`config.mk`:
```
export PLATFORM = sky130hd
export DESIGN_NAME = bfly_top
export DESIGN_NICKNAME = d
export VERILOG_FILES = /design/src/rtl/bfly_pkg.sv /design/src/rtl/bfly_mul_scale.sv /design/src/rtl/bfly_addsub.sv /design/src/rtl/bfly_top.sv
export SDC_FILE = /design/constraint.sdc
export NUM_CORES = 2
export LEC_CHECK = 0
export BUFFER_PORTS_ARGS = -buffer_cell sky130_fd_sc_hd__buf_2
export CORE_MARGIN = 3
export CORE_UTILIZATION = 63
export DETAILED_ROUTE_END_ITERATION = 8
export HOLD_SLACK_MARGIN = 0.12
export PLACE_DENSITY = 0.81
export RECOVER_POWER = 100
export SYNTH_ARGS = -nofsm -noshare
export SYNTH_HDL_FRONTEND = slang
export SYNTH_SLANG_ARGS = --single-unit
```
`constraint.sdc`:
```
create_clock -name clk -period 13.46 [get_ports clk]
set_input_delay 0 -clock clk [delete_from_list [all_inputs] [get_ports clk]]
set_output_delay 0 -clock clk [all_outputs]
set_load 0.02 [all_outputs]
```
`src/rtl/bfly_pkg.sv`:
```
package bfly_pkg;
    localparam int BF_DW = 32;
    localparam int BF_IW = 5;
    localparam int BF_SW = $clog2(BF_DW);
    localparam int BF_PW = 2 * BF_DW;

    typedef logic [BF_DW-1:0] word_t;
    typedef logic [BF_IW-1:0] idx_t;
    typedef logic [BF_SW-1:0] shamt_t;

    // stage 1: operand a, scaled product, steering
    typedef struct packed {
        word_t a;
        word_t scaled;
        idx_t  idx_a;
        idx_t  idx_b;
        logic  we_a;
        logic  we_b;
    } stage1_t;

    // stage 2: results ready for write-back
    typedef struct packed {
        word_t sum;
        word_t diff;
        idx_t  idx_sum;
        idx_t  idx_diff;
        logic  we_sum;
        logic  we_diff;
    } stage2_t;

    function automatic logic [BF_PW-1:0] half_lsb(input shamt_t sh);
        logic [BF_PW-1:0] one;
        one = {{(BF_PW-1){1'b0}}, 1'b1};
        if (sh == '0) return '0;
        return one << (sh - 1'b1);
    endfunction
endpackage

```
`src/rtl/bfly_mul_scale.sv`:
```
module bfly_mul_scale
    import bfly_pkg::*;
(
    input  word_t  b,
    input  word_t  coef,
    input  shamt_t sh,
    output word_t  scaled
);
    logic [BF_PW-1:0]        prod;
    logic signed [BF_PW-1:0] biased;
    logic signed [BF_PW-1:0] shifted;

    // low 2W bits of the extended product equal the signed product
    always_comb begin
        prod    = {{BF_DW{b[BF_DW-1]}}, b} * {{BF_DW{coef[BF_DW-1]}}, coef};
        biased  = $signed(prod + half_lsb(sh));
        shifted = biased >>> sh;
        scaled  = shifted[BF_DW-1:0];
    end
endmodule

```
`src/rtl/bfly_addsub.sv`:
```
module bfly_addsub
    import bfly_pkg::*;
(
    input  word_t a,
    input  word_t t,
    output word_t sum,
    output word_t diff
);
    // modular arithmetic, no saturation
    always_comb begin
        sum  = a + t;
        diff = a - t;
    end
endmodule

```
`src/rtl/bfly_top.sv`:
```
module bfly_top
    import bfly_pkg::*;
(
    input  logic               clk,
    input  logic               rst,
    input  logic               in_valid,
    output logic               in_ready,
    input  logic [BF_DW-1:0]   in_a,
    input  logic [BF_DW-1:0]   in_b,
    input  logic [BF_DW-1:0]   in_coef,
    input  logic [BF_SW-1:0]   in_shift,
    input  logic [BF_IW-1:0]   in_idx_a,
    input  logic [BF_IW-1:0]   in_idx_b,
    input  logic               in_we_a,
    input  logic               in_we_b,
    output logic               out_valid,
    input  logic               out_ready,
    output logic [BF_DW-1:0]   out_sum,
    output logic [BF_DW-1:0]   out_diff,
    output logic [BF_IW-1:0]   out_idx_sum,
    output logic [BF_IW-1:0]   out_idx_diff,
    output logic               out_we_sum,
    output logic               out_we_diff
);
    stage1_t s1_q, s1_d;
    stage2_t s2_q, s2_d;
    logic    v1_q, v2_q;
    logic    adv1, adv2;
    word_t   scaled_w, sum_w, diff_w;

    bfly_mul_scale u_mul (
        .b      (in_b),
        .coef   (in_coef),
        .sh     (in_shift),
        .scaled (scaled_w)
    );

    bfly_addsub u_as (
        .a    (s1_q.a),
        .t    (s1_q.scaled),
        .sum  (sum_w),
        .diff (diff_w)
    );

    assign adv2     = !v2_q || out_ready;
    assign adv1     = !v1_q || adv2;
    assign in_ready = adv1;

    always_comb begin
        s1_d.a      = in_a;
        s1_d.scaled = scaled_w;
        s1_d.idx_a  = in_idx_a;
        s1_d.idx_b  = in_idx_b;
        s1_d.we_a   = in_we_a;
        s1_d.we_b   = in_we_b;

        s2_d.sum      = sum_w;
        s2_d.diff     = diff_w;
        s2_d.idx_sum  = s1_q.idx_a;
        s2_d.idx_diff = s1_q.idx_b;
        s2_d.we_sum   = s1_q.we_a;
        s2_d.we_diff  = s1_q.we_b;
    end

    always_ff @(posedge clk) begin
        if (rst) begin
            v1_q <= 1'b0;
            v2_q <= 1'b0;
            s1_q <= '0;
            s2_q <= '0;
        end else begin
            if (adv1) begin
                v1_q <= in_valid;
                s1_q <= s1_d;
            end
            if (adv2) begin
                v2_q <= v1_q;
                s2_q <= s2_d;
            end
        end
    end

    assign out_valid    = v2_q;
    assign out_sum      = s2_q.sum;
    assign out_diff     = s2_q.diff;
    assign out_idx_sum  = s2_q.idx_sum;
    assign out_idx_diff = s2_q.idx_diff;
    assign out_we_sum   = v2_q && s2_q.we_sum;
    assign out_we_diff  = v2_q && s2_q.we_diff;

    AST_HOLD_UNDER_STALL: assert property (@(posedge clk) disable iff (rst)
        (out_valid && !out_ready) |=> (out_valid && $stable(out_sum) && $stable(out_diff)
            && $stable(out_idx_sum) && $stable(out_idx_diff)));

    AST_NO_WB_WHEN_IDLE: assert property (@(posedge clk) disable iff (rst)
        !out_valid |-> (!out_we_sum && !out_we_diff));

    AST_SUM_DIFF_GAP: assert property (@(posedge clk) disable iff (rst)
        (v1_q && adv2) |=> (out_valid
            && ((out_sum - out_diff) == ($past(s1_q.scaled) << 1))));

    AST_FULL_BLOCKS: assert property (@(posedge clk) disable iff (rst)
        (out_valid && !out_ready && v1_q) |-> !in_ready);

    AST_ACCEPT_LANDS: assert property (@(posedge clk) disable iff (rst)
        (in_valid && in_ready) |=> v1_q);
endmodule

```
==> impl_metrics.env <==
export IMPL_ys_async_sr_fraction_pct=0
export IMPL_overflow=0
export IMPL_worst_endpoint_arrival_ps=11700
export IMPL_clk_pin_slew_ps=70
export IMPL_drive_above_1_share_pct=4.746
export IMPL_synth_edff_count=0
export IMPL_ys_flop_type="dfxtp_1"
export IMPL_antenna_left=0
export IMPL_viasPerCell=6.084
export IMPL_multi_input_area_um2=40980
export IMPL_dr_pass1_iters=6
export IMPL_cts_tree="done"
export IMPL_hpwlAfterDp_um=107300
export IMPL_final_hold_violation_count=0
export IMPL_clock_skew_ps=9.037
export IMPL_die_area_um2=81570
export IMPL_synth_avg_cell_area_um2=8.854
export IMPL_area_growth_pct=3.297
export IMPL_clock_latency_ps=440
export IMPL_cts_root_buf="clkbuf_16"
export IMPL_numCtsBuffers=17
export IMPL_postCtsHoldBufs=61
export IMPL_synthCells=5563
export IMPL_num_rows=101
export IMPL_wl_um=135600
export IMPL_io_pins=195
export IMPL_path_common_cell="fa_1"
export IMPL_setup_viol=0
export IMPL_seqCellArea_um2=3063
export IMPL_synth_area_um2=49250
export IMPL_synth_seq_cells=153
export IMPL_drt_iter0_drc=3229
export IMPL_place_congestion=0.9622
export IMPL_grt_pass1_wl_um=221300
export IMPL_path_max_fanout=30
export IMPL_max_freq_mhz=86.71
export IMPL_drt_wirelength_per_cell_um=20.90
export IMPL_grt_pass1_vias=41990
export IMPL_finalSetupTns_ps=0
export IMPL_ys_seq_area_share_pct=6.219
export IMPL_clockBufferDepth=2
export IMPL_status="complete, but fails checks"
export IMPL_start_kind="primary input"
export IMPL_drc=0
export IMPL_cp_top_family="adder cells"
export IMPL_antenna_found_initial=2
export IMPL_timing_final_crit_share_pct=85.68
export IMPL_slew_headroom_pct=-143.8
export IMPL_min_period_ps=11530
export IMPL_start_util_pct=64.21
export IMPL_synth_area_leaders="fa_1 45%, nand2_1 7.3%, ha_1 7.0%, inv_1 6.7%, dfxtp_1 6.2%"
export IMPL_filler_cell_count=6081
export IMPL_die_y_um=285.6
export IMPL_cp_slowest_stage_delay_ps=1050
export IMPL_synth_common_cells="1106 x fa_1, 962 x nand2_1, 874 x inv_1"
export IMPL_postCtsSetupBuffers=0
export IMPL_r2r_setup_slack_ps=8210
export IMPL_grt_setup_unrepaired="false"
export IMPL_yosysMostFrequentCell="fa_1"
export IMPL_htree_levels=4
export IMPL_synth_cell_types=94
export IMPL_cp_num_buf_inv=6
export IMPL_slew_violations=283
export IMPL_violations="max-capacitance violations, max-slew violations"
export IMPL_synth_warnings=0
export IMPL_synth_top_cell_area_share_pct=44.95
export IMPL_crit_path_end_kind="flop"
export IMPL_core_area_um2=76710
export IMPL_final_util_pct=66.33
export IMPL_grt_start_max_net_pins=103
export IMPL_io_buffers=194
export IMPL_hold_class="primary input to flop"
export IMPL_nNetsFinal=6942
export IMPL_cp_required_ps=13630
export IMPL_via_count=39480
export IMPL_synth_top_area_cell="fa_1"
export IMPL_cap_violations=5
export IMPL_worst_slew_pin_slew_ps=3657
export IMPL_die_w_um=285.6
export IMPL_critical_path_class="primary input to flop"
export IMPL_crit_path_top_delay_cell="clkbuf_1"
export IMPL_post_cts_resized=0
export IMPL_cts_sinks=153
export IMPL_syn_nets=7061
export IMPL_grt_usage_pct=33.95
[state kept, by name, indices dropped and copies added, names as in the netlist]
register      cells
v1_q              1
s1_q             76
s2_q              2
out_diff         31
out_idx_sum       5
out_valid         1
out_sum          32
out_idx_diff      5
[worst paths after layout]
kind | cells after the start | to | start
min reg2reg | 2 | out_diff[11] | out_diff[11]
max | 29 | s1_q[38] | in_shift[4]
min | 3 | s1_q[26] | in_shift[2]
max reg2reg | 8 | s1_q[37] | out_valid
[metal layers]
layer  global-route usage [%]  share of wire (%)
met1                    44.79                 38
met2                    57.48                 49
met3                    5.299                8.9
met4                    11.83                4.2
met5                        0                  0
[through the flow]
| stage | cell area, um^2 | worst slack (ps) | cells | hold WS [ps] |
|---|---|---|---|---|
| global route | 50880 | 1452 | 6488 | 183.3 |
| floorplan | 49250 | 4696 | 5563 | 120.7 |
| detailed placement | 49830 | 3272 | 6394 | 224.0 |
| CTS | 51030 | 3139 | 6487 | 124.9 |
| finish | 50880 | 1927 | 6489 | 163.2 |
| global placement | 49830 | 3431 | 6394 | 218.4 |
[cells in the final DEF (no fill, tap or decap), drive strengths merged, types with 30 or more instances in the layout]
master and count:
xor2 30, and2 356, mux4 31, nor3 60
a21oi 242, clkbuf 98, xnor2 77, mux2i 48
nand2b 40, nand3 55, dfxtp 153, nand2 962
dlygate4sd3 61, nor2 207, o21ai 110, a21o 32
ha 275, fa 1106, inv 884, buf 138
a211oi 79
[worst min-delay path: stages]
cell,delay (ps)
buf_2,250
o21ai_0,210
o21ai_0,70
[logic make-up after synthesis]
group                      count (synthesis)  synth area share, %
and+or+nand+nor                         1803                16.78
other                                      1             0.007614
xor gates and xnor gates                 107                1.903
AOI/OAI and AO/OA                        716                9.585
buffers and inverters                   1295                10.51
DFF                                      153                6.219
muxes                                    107                3.048
adders and majority gates               1381                51.94
[area by class of cell]
cell class                 count  area share (%)
timing repair buffer         279           3.256
tap                         1030           2.533
clock inverter                14          0.3099
sequential                   153           6.020
clock buffer                  18          0.8435
antenna                        2        0.009837
inverter                     878           6.478
multi-input combinational   4115           80.55
Power is not shown: default switching activity piles up to over one toggle a cycle in this logic, so the estimate is an artifact.
